===== src/rtl/fwg_pkg.sv =====
package fwg_pkg;
    localparam int CNT_W = 16;

    typedef enum logic [1:0] {
        EV_FS   = 2'd0,
        EV_FE   = 2'd1,
        EV_LINE = 2'd2,
        EV_PIX  = 2'd3
    } ev_kind_t;

    typedef enum logic [2:0] {
        ST_IDLE,
        ST_WAIT,
        ST_RUN,
        ST_HALT,
        ST_DONE
    } win_state_t;
endpackage


===== src/rtl/fwg_frame_counter.sv =====
module fwg_frame_counter #(
    parameter int W = 16
) (
    input  logic         clk,
    input  logic         rst_n,
    input  logic         clear,
    input  logic         inc,
    output logic [W-1:0] count
);
    always_ff @(posedge clk or negedge rst_n) begin
        if (!rst_n)     count <= '0;
        else if (clear) count <= '0;
        else if (inc)   count <= count + 1'b1;
    end

    AST_CNT_CLEAR: assert property (@(posedge clk) disable iff (!rst_n)
        clear |=> count == '0);
    AST_CNT_WRAP: assert property (@(posedge clk) disable iff (!rst_n)
        (inc && !clear && count == '1) |=> count == '0);
endmodule


===== src/rtl/fwg_window_fsm.sv =====
module fwg_window_fsm
    import fwg_pkg::*;
#(
    parameter int W = 16
) (
    input  logic         clk,
    input  logic         rst_n,
    input  logic         arm,
    input  logic         enabled,
    input  logic         fs_hit,
    input  logic         fe_hit,
    input  logic         stop_req,
    input  logic         restart_req,
    input  logic [W-1:0] count,
    input  logic [W-1:0] first_cnt,
    input  logic [W-1:0] last_cnt,
    output win_state_t   state,
    output logic         frame_pass,
    output logic         fs_open
);
    win_state_t nxt;
    logic       pass_n;
    logic       stop_pend;
    logic       pend_n;
    logic [W-1:0] next_num;

    assign next_num = count + 1'b1;

    always_ff @(posedge clk or negedge rst_n) begin
        if (!rst_n) begin
            state      <= ST_IDLE;
            frame_pass <= 1'b0;
            stop_pend  <= 1'b0;
        end else begin
            state      <= nxt;
            frame_pass <= pass_n;
            stop_pend  <= pend_n;
        end
    end

    always_comb begin
        nxt     = state;
        pass_n  = frame_pass;
        pend_n  = stop_pend;
        fs_open = 1'b0;
        if (arm) begin
            nxt    = ST_WAIT;
            pass_n = 1'b0;
            pend_n = 1'b0;
        end else if (!enabled) begin
            nxt    = ST_IDLE;
            pass_n = 1'b0;
            pend_n = 1'b0;
        end else begin
            unique case (state)
                ST_IDLE: begin
                end
                ST_WAIT: begin
                    if (last_cnt < first_cnt) begin
                        nxt = ST_DONE;
                    end else if (stop_req) begin
                        nxt = ST_HALT;
                    end else if (fs_hit && next_num == first_cnt) begin
                        nxt     = ST_RUN;
                        pass_n  = 1'b1;
                        fs_open = 1'b1;
                    end
                end
                ST_RUN: begin
                    if (fe_hit && frame_pass) begin
                        pass_n = 1'b0;
                        if (count == last_cnt) begin
                            nxt = ST_DONE;
                        end else if (stop_pend || stop_req) begin
                            nxt    = ST_HALT;
                            pend_n = 1'b0;
                        end
                    end else if (fs_hit) begin
                        if (next_num > last_cnt) begin
                            nxt    = ST_DONE;
                            pass_n = 1'b0;
                        end else if (stop_pend || stop_req) begin
                            nxt    = ST_HALT;
                            pass_n = 1'b0;
                            pend_n = 1'b0;
                        end else begin
                            pass_n  = 1'b1;
                            fs_open = 1'b1;
                        end
                    end else if (stop_req) begin
                        if (frame_pass) pend_n = 1'b1;
                        else            nxt    = ST_HALT;
                    end
                end
                ST_HALT: begin
                    if (restart_req)
                        nxt = (count >= first_cnt) ? ST_RUN : ST_WAIT;
                end
                ST_DONE: begin
                end
            endcase
        end
    end

    AST_OPEN_ONLY_AT_FS: assert property (@(posedge clk) disable iff (!rst_n)
        $rose(frame_pass) |-> $past(fs_hit));
    AST_HALT_NO_FRAME: assert property (@(posedge clk) disable iff (!rst_n)
        state == ST_HALT |-> !frame_pass);
    AST_DONE_HOLDS: assert property (@(posedge clk) disable iff (!rst_n)
        (state == ST_DONE && enabled && !arm) |=> state == ST_DONE);
endmodule


===== src/rtl/fwg_event_gate.sv =====
module fwg_event_gate
    import fwg_pkg::*;
#(
    parameter int DATA_W = 32,
    parameter int VC_W   = 4
) (
    input  logic              clk,
    input  logic              rst_n,
    input  logic              hit,
    input  logic [1:0]        in_kind,
    input  logic [VC_W-1:0]   in_vc,
    input  logic [DATA_W-1:0] in_data,
    input  logic              fs_open,
    input  logic              frame_pass,
    output logic              out_valid,
    output logic [1:0]        out_kind,
    output logic [VC_W-1:0]   out_vc,
    output logic [DATA_W-1:0] out_data
);
    logic fwd;

    always_comb begin
        if (in_kind == EV_FS) fwd = hit && fs_open;
        else                  fwd = hit && frame_pass;
    end

    always_ff @(posedge clk or negedge rst_n) begin
        if (!rst_n) begin
            out_valid <= 1'b0;
            out_kind  <= '0;
            out_vc    <= '0;
            out_data  <= '0;
        end else begin
            out_valid <= fwd;
            if (fwd) begin
                out_kind <= in_kind;
                out_vc   <= in_vc;
                out_data <= in_data;
            end
        end
    end
endmodule


===== src/rtl/frame_window_gate.sv =====
module frame_window_gate
    import fwg_pkg::*;
#(
    parameter int          DATA_W          = 32,
    parameter int          VC_W            = 4,
    parameter logic [15:0] ALLOWED_VC_MASK = 16'h7FFF
) (
    input  logic              clk,
    input  logic              rst_n,
    input  logic              in_valid,
    input  logic [1:0]        in_kind,
    input  logic [VC_W-1:0]   in_vc,
    input  logic [DATA_W-1:0] in_data,
    output logic              out_valid,
    output logic [1:0]        out_kind,
    output logic [VC_W-1:0]   out_vc,
    output logic [DATA_W-1:0] out_data,
    input  logic              reg_we,
    input  logic [1:0]        reg_addr,
    input  logic [15:0]       reg_wdata,
    output logic [31:0]       reg_rdata
);
    localparam int VC_N = 1 << VC_W;

    logic              en_q;
    logic [VC_W-1:0]   vc_sel;
    logic [CNT_W-1:0]  first_cnt, last_cnt, count;
    logic              wr_ctl, arm, stop_req, restart_req;
    logic              vc_ok, hit, fs_hit, fe_hit;
    logic              frame_pass, fs_open;
    win_state_t        state;
    logic              unused_wbits;
    logic [VC_N-1:0]   allow;

    assign allow        = ALLOWED_VC_MASK[VC_N-1:0];
    assign unused_wbits = ^{reg_wdata[15:11], reg_wdata[8:5]};
    assign wr_ctl       = reg_we && reg_addr == 2'd0;
    assign arm          = wr_ctl && reg_wdata[0] && !en_q;
    assign stop_req     = wr_ctl && reg_wdata[9];
    assign restart_req  = wr_ctl && reg_wdata[10];

    always_ff @(posedge clk or negedge rst_n) begin
        if (!rst_n) begin
            en_q      <= 1'b0;
            vc_sel    <= '0;
            first_cnt <= '0;
            last_cnt  <= '0;
        end else if (reg_we) begin
            unique case (reg_addr)
                2'd0: begin
                    en_q   <= reg_wdata[0];
                    vc_sel <= reg_wdata[VC_W:1];
                end
                2'd1: first_cnt <= reg_wdata[CNT_W-1:0];
                2'd2: last_cnt  <= reg_wdata[CNT_W-1:0];
                2'd3: begin
                end
            endcase
        end
    end

    always_comb begin
        unique case (reg_addr)
            2'd0:    reg_rdata = {count, 7'd0, (state == ST_DONE), 3'd0, vc_sel, en_q};
            2'd1:    reg_rdata = {16'd0, first_cnt};
            2'd2:    reg_rdata = {16'd0, last_cnt};
            default: reg_rdata = 32'd0;
        endcase
    end

    assign vc_ok  = allow[vc_sel];
    assign hit    = en_q && in_valid && vc_ok && in_vc == vc_sel;
    assign fs_hit = hit && in_kind == EV_FS;
    assign fe_hit = hit && in_kind == EV_FE;

    fwg_frame_counter #(.W(CNT_W)) u_counter (
        .clk(clk), .rst_n(rst_n), .clear(arm), .inc(fs_hit), .count(count)
    );

    fwg_window_fsm #(.W(CNT_W)) u_fsm (
        .clk(clk), .rst_n(rst_n), .arm(arm), .enabled(en_q),
        .fs_hit(fs_hit), .fe_hit(fe_hit), .stop_req(stop_req),
        .restart_req(restart_req), .count(count), .first_cnt(first_cnt),
        .last_cnt(last_cnt), .state(state), .frame_pass(frame_pass),
        .fs_open(fs_open)
    );

    fwg_event_gate #(.DATA_W(DATA_W), .VC_W(VC_W)) u_gate (
        .clk(clk), .rst_n(rst_n), .hit(hit), .in_kind(in_kind),
        .in_vc(in_vc), .in_data(in_data), .fs_open(fs_open),
        .frame_pass(frame_pass), .out_valid(out_valid), .out_kind(out_kind),
        .out_vc(out_vc), .out_data(out_data)
    );

    AST_OFF_SILENT: assert property (@(posedge clk) disable iff (!rst_n)
        !en_q |=> !out_valid);
    AST_VC_MATCH: assert property (@(posedge clk) disable iff (!rst_n)
        out_valid |-> out_vc == $past(vc_sel));
endmodule


===== config.mk =====
export PLATFORM = sky130hd
export DESIGN_NAME = frame_window_gate
export DESIGN_NICKNAME = d
export VERILOG_FILES = /design/src/rtl/fwg_pkg.sv /design/src/rtl/fwg_frame_counter.sv /design/src/rtl/fwg_window_fsm.sv /design/src/rtl/fwg_event_gate.sv /design/src/rtl/frame_window_gate.sv
export SDC_FILE = /design/constraint.sdc
export NUM_CORES = 1
export LEC_CHECK = 0
export ABC_CLOCK_PERIOD_IN_PS = 4400
export BUFFER_PORTS_ARGS = -buffer_cell sky130_fd_sc_hd__buf_2
export CAP_MARGIN = 20
export CORE_MARGIN = 10
export CORE_UTILIZATION = 56
export DETAILED_ROUTE_END_ITERATION = 7
export PLACE_DENSITY = 0.81
export REMOVE_ABC_BUFFERS = 1
export SLEW_MARGIN = 20
export SYNTH_ARGS = -nofsm -noshare
export SYNTH_HDL_FRONTEND = slang
export SYNTH_SLANG_ARGS = --single-unit

===== constraint.sdc =====
create_clock -name clk -period 4.4 [get_ports clk]
set_input_delay 0.22 -clock clk [delete_from_list [all_inputs] [get_ports clk]]
set_output_delay 0.22 -clock clk [all_outputs]
set_load 0.03 [all_outputs]

# Word-level counts from Yosys, hierarchy flattened

Memory sizes are Yosys's and may differ from the RTL's.
Index checks and enable logic that the tools add are counted.

Register bits: 97
Bits in latches: 0
RAM bits: 0
Bits in read-only memories: 16
Word-level logic and storage cells: 116
Memories: 1

Add/subtract/negate cells: 1
$mul: 0
Divide/modulo/power cells: 0
$lt $le $gt $ge: 4
Eq/ne operators: 25
Shifts and indexed selects: 0
Muxes and demuxes: 48
Bitwise logic cells: 0
Reduce and logical (&&, ||, !) cells: 25

Memory list:

| memory           | depth | bits a word | read ports | clocked after memory_dff | write ports | line                    | RTL |
|---|---|---|---|---|---|---|---|
| (name not given) | 16    | 1           | 1          | 0                        | 0           | frame_window_gate.sv:71 | `assign vc_ok = allow[vc_sel];` |

Operator list:

| cell                                                        | number |
|---|---|
| one-hot mux 32 bit (3 select lines)                         | 1 |
| 2-to-1 mux 3 bit                                            | 13 |
| equality test 16 bit                                        | 2 |
| 2-to-1 mux 16 bit                                           | 2 |
| 2-to-1 mux 1 bit                                            | 28 |
| adder 16 x 1 -> 16 bit (second input constant)              | 1 |
| greater-or-equal comparator 16 bit                          | 1 |
| greater-than comparator 16 bit                              | 1 |
| less-than comparator 16 bit                                 | 1 |
| inequality test 4 bit (second input constant)               | 4 |
| inequality test 5 x 1 -> 1 bit (second input constant)      | 3 |
| AND reduction 5 bit                                         | 3 |
| logical AND 1 bit                                           | 14 |
| inequality test 6 x 3 -> 1 bit (second input constant)      | 2 |
| one-hot mux 3 bit (3 select lines)                          | 1 |
| equality test 3 x 2 -> 1 bit (second input constant)        | 2 |
| inequality test 6 x 5 -> 1 bit (second input constant)      | 1 |
| AND reduction 2 bit                                         | 3 |
| less-than comparator 4 x 5 -> 1 bit (second input constant) | 1 |
| inequality test 5 x 3 -> 1 bit (second input constant)      | 1 |
| inequality test 5 bit (second input constant)               | 1 |
| equality test 2 x 1 -> 1 bit (second input constant)        | 2 |
| equality test 4 bit                                         | 1 |
| logical NOT 2 bit                                           | 2 |
| other kinds (11)                                            | 12 |

# Logic depth before layout (Yosys ltp)

Depth after elaboration: 14
Mapped depth: 17
Depth with buffers taken out: 14

# Hierarchy

Synthesis repeated with hierarchy kept, for this count alone.

Cells, all modules: 608
Area total of the unflattened synthesis: 6,493.7 um2

By module, submodules not included:

| module            | times used | cells each | area each (um2) | seq. area each (um2) |
|---|---|---|---|---|
| fwg_window_fsm    | 1          | 296        | 2,279.7         | 125.1 |
| frame_window_gate | 1          | 146        | 1,846.8         | 925.9 |
| fwg_event_gate    | 1          | 84         | 1,495.2         | 975.9 |
| fwg_frame_counter | 1          | 82         | 872.1           | 400.4 |

# Worst setup path before layout

Ideal clock, no wire load.

Path kind: reg-to-reg
From: reg u_counter.count[1]
To: reg u_gate.out_data[16]
Setup time: 0.127 ns
Data arrival time: 3.722 ns
Data required time: 4.273 ns
Slack: 0.551 ns
Stages on the path, launching flop included: 17
Path through: dfrtp_1 -> ha_1 -> buf_2 -> nand4_1 -> nor4_2 -> xor2_1 -> ha_1 -> nand4_1 -> nor4_1 -> and4_1 -> a31oi_1 -> o41ai_1 -> a31oi_1 -> nor2_2 -> buf_6 -> buf_12 -> mux2_1

Cells in the longest elaborated chain, start to end: 11
Elaborated cells between the ends (all ways): 15

RTL lines:

| what                                                                                   | line                    | RTL |
|---|---|---|
| from (decl)                                                                            | fwg_frame_counter.sv:8  | `output logic [W-1:0] count` |
| from (signal assigned)                                                                 | fwg_frame_counter.sv:13 | `else if (inc) count <= count + 1'b1;` |
| adder 16 x 1 -> 16 bit *                                                               | fwg_window_fsm.sv:27    | `assign next_num = count + 1'b1;` |
| parallel branches: the longest is 5 deep, another holds greater-than comparator 16 bit | n/a                     |  |
| one-hot mux 1 bit (2 select lines) *                                                   | fwg_window_fsm.sv:55    | `unique case (state)` |
| 2-to-1 mux 1 bit *                                                                     | fwg_window_fsm.sv:50    | `end else if (!enabled) begin` |
| 2-to-1 mux 1 bit *                                                                     | fwg_window_fsm.sv:46    | `if (arm) begin` |
| logical AND 1 bit *                                                                    | fwg_event_gate.sv:23    | `if (in_kind == EV_FS) fwd = hit && fs_open;` |
| 2-to-1 mux 1 bit *                                                                     | fwg_event_gate.sv:23    |  |
| to (signal assigned)                                                                   | fwg_event_gate.sv:38    | `out_data <= in_data;` |
| to (decl)                                                                              | fwg_event_gate.sv:18    | `output logic [DATA_W-1:0] out_data` |

Every way passes the cells marked *.
A chain may end at the register's enable or synchronous reset.

# Final worst setup path

From: reg u_counter.count[2]
To: reg u_gate.out_data[27]

Same word-level chain as after synthesis.

==> results by group <==
Logic synthesis
  – Post-synth top area share: 36.3%
  – Synth top area cells: dfrtp_1 36%, mux2_2 9.1%, ha_1 9.0%
  – Most common cell in the netlist: dfrtp_1
  – Async set or reset register ratio after synthesis: 100%
  – Register area share after synthesis: 36.3%
  – Yosys top cell by area: dfrtp_1
  – Netlist cell types: 62
  – Avg Inst Size Synth: 9.76 µm²
  – Predominant post-synthesis flop cell: dfrtp_1
  – Post-Syn Area: between 6000 and 7000 µm²
  – #FFs+latches synth: slightly below 100
  – Most frequent cells after synthesis: 97 x dfrtp_1, 54 x mux2_2, 52 x nand2_1
  – EDFF count, synth: 0
  – Syn Inst Count: roughly 700
  – Yosys warning count: 0

Route
  – Wire per inst: 22.0 µm
  – DR vias/cell: 6.16
  – Post-Route WL: 21,400 µm
  – DRC viols: 0
  – Initial DRC Count: 481
  – Routed Antenna Nets: 0
  – DRT Pass-1 Iters: 5
  – Vias: 5,991

Clock tree
  – Clock buffer depth: 2
  – CTS Sinks: 97
  – CTS tree: built
  – Clock latency on the worst-skew pair: 350 ps
  – Clock Tree Root: clkbuf_16
  – CTS clock-pin slew for the worst setup and hold paths: 70 ps
  – # H-tree levels: 3
  – CTS buffer count: 9

Final layout
  – Number of fillers in the final layout: approximately 900
  – Area occupied by multi-input gates: 3950 µm²
  – Layout cell share with drive strength beyond 1: a little under a third
  – Post-route cell area: 7960 µm²
  – Nets: 932
  – Antenna cells: 0
  – Register area: 2430 µm²
  – P&R area growth vs syn: 19.2%

Worst setup path
  – WP data required: 4640 ps
  – CP Capture Type: register
  – Most frequent cell on the critical path: a31oi_1
  – Reg2Reg Capture Point: u_gate.out_data[27]
  – R2R cell count: 14
  – CP max stage cell: dfrtp_1
  – Reg2reg start: u_counter.count[2]
  – CP Launch Type: register
  – R2R setup slack: 290 ps
  – Crit-path max cell delay: 510 ps
  – WP data arrival: 4350 ps
  – Cells along the critical path: nand3_1 > nor3_1 > xnor2_1 > inv_1 > ha_1 > nand4_1 > nor4_4 > and4_1 > a31oi_1 > o41ai_1 > a31oi_1 > nor2_4 > buf_12 > mux2_2
  – Critical path type: reg -> reg
  – Max Fanout on Critical Path: 19

Floorplan
  – # rows: 39
  – Initial core utilization: 57.8%
  – Die area: 16,700 µm²
  – Die Y: 129 µm
  – Die width: 129 µm
  – IO Count: 131
  – Core area: 11,600 µm²

Timing
  – Worst slew pin tran: 922 ps
  – Setup ws final: 288 ps
  – Hold Vio Cnt, Final: 0
  – Setup TNS: 0 ps
  – Fin Hold WS: around 84 ps
  – Normalized max-slew margin: between 30% and 40%
  – Period utilization: 93.5%
  – Clock skew: 7.79 ps
  – Fin crit period: 4110 ps
  – Final setup viols: 0
  – Maximum clock rate: 243 MHz
  – Slew Limit Fails: 0

Place
  – Routability cong.: 0.988
  – Hpwl dp: approximately 16,000 µm
  – Pre-CTS setup slack: 227 ps
  – Placed instance area: 7590 µm²
  – Buffers on Ports: 130

Power
  – Cell leakage power: 0.00411 µW
  – Clock power share: 28.7%
  – Internal power: 1950 µW
  – Gate power share: 32.6%
  – Sequential share of power: approximately two fifths
  – Switching power: 1130 µW
  – Tot Pwr: 3080 µW
  – Power Dens Cells: 386 nW/µm²
  – Switching share of power: 36.6%
  – VDD IR max: 0.276 mV

Global routing
  – Vias in the first global route: around 6,100
  – Largest net degree at the start of global routing: 64
  – Overall fraction of global-route tracks in use: approximately a quarter
  – First-pass GRT wire length: 33,700 µm
  – Antenna violations before repair: 0
  – Gr ovfl total: 0

Run status
  – Status: finished, final reports clean

Min path
  – Hold path cells: 2
  – Worst hold path type: in -> reg
  – Worst Min Path Start: in_data[16]
  – Worst hold endpoint: u_gate.out_data[16]

Flow run
  – # Max-Cap Violations: 0
-- power by group through the flow --
stage / Combinational (µW) / Sequential (µW) / Clock (µW)
3_5_place_dp: 985 / 1200 / 0
2_1_floorplan: 563 / 1260 / 0
4_1_cts: 996 / 1190 / 892
3_3_place_gp: 949 / 1190 / 0
5_1_grt: 1100 / 1210 / 922
6_report: 1000 / 1190 / 882
-- kinds of logic (layout without fill, tap and decap cells) --
group                      Yosys count  in the layout  synth area share, %
DFF                                 97             97                 36.3
muxes                               81             81                 14.5
and+or+nand+nor                    203            203                 15.8
xor gates and xnor gates            46             46                 6.03
AOI/OAI and AO/OA                  134            134                 13.2
buffers and inverters               75            219                 4.98
adders and majority gates           49             49                 9.14
-- sequential cells by signal, indices dropped and copies added, names as in the netlist --
signal,flops
u_fsm.state,3
u_fsm.stop_pend,1
u_fsm.frame_pass,1
first_cnt,16
en_q,1
u_gate.out_kind,2
u_gate.out_vc,4
u_gate.out_data,32
last_cnt,16
u_gate.out_valid,1
vc_sel,4
u_counter.count,16
-- layout make-up --
class	instances	area share [%]
Multi-Input combinational cell	513	49.6
Tap cell	143	2.25
Sequential cell	97	30.5
Clock buffer	11	3.05
Clock inverter	5	1.07
Timing Repair Buffer	163	11.7
Inverter	40	1.89
-- per-stage QoR --
step,instances,util [%]
6_report,972,68.9
4_1_cts,971,68.6
5_1_grt,972,68.9
3_3_place_gp,954,65.7
3_5_place_dp,954,65.7
2_1_floorplan,650,-
-- metal layers --
metal	wire length, µm	track usage, %	share of wire [%]	vias to the layer above
li1	-	-	-	2744
met1	8760	31.7	41	2916
met2	10100	42.3	47	293
met3	1920	6.89	9.0	38
met4	576	9.77	2.7	0
met5	0	0	0	-
-- layout by cell type (no fill, tap or decap), drive strengths merged, types with 4 or more instances in the layout --
cell / count
nand4: 14
nand2: 52
a21oi: 27
dfrtp: 97
a22o: 15
nand3: 11
o211ai: 6
o21ai: 44
xnor2: 16
or2: 4
and2: 18
nor3: 10
mux2i: 7
o31ai: 6
a2111oi: 4
a21o: 4
mux2: 74
xor2: 30
clkbuf: 11
inv: 42
or4: 5
buf: 162
nor2b: 10
nand2b: 6
nor4: 14
ha: 48
o211a: 5
nor2: 42
-- what timing repair did --
action                                  in CTS  in global routing
hold endpoints to repair                    34                  0
buffers inserted                             0                  1
endpoints found under the setup margin       0                 36
hold buffers                                 1                  0
resized for setup                            0                  3
-- how the worst max path moves through the flow --
stage	startpoint	slack, ps	depth (start not counted)	endpoint
2_1_floorplan	u_counter.count[2]	-440	13	u_gate.out_data[0]
3_3_place_gp	u_counter.count[1]	370	14	u_gate.out_data[30]
3_5_place_dp	u_counter.count[1]	230	14	u_gate.out_data[27]
4_1_cts	u_counter.count[1]	220	14	u_gate.out_data[27]
5_1_grt	u_counter.count[2]	-6	14	u_gate.out_data[27]
6_report	u_counter.count[2]	290	14	u_gate.out_data[27]
-- critical path: cells and delay by family (launching register included) --
family          cells  cell delay (ps)
compound gates      3              600
xor+xnor            1              210
fa+ha+maj           1              320
buf+inv             2              270
flops               1              510
mux                 1              360
simple gates        6             1720
No activity file was read; power rests on OpenSTA's default activity.
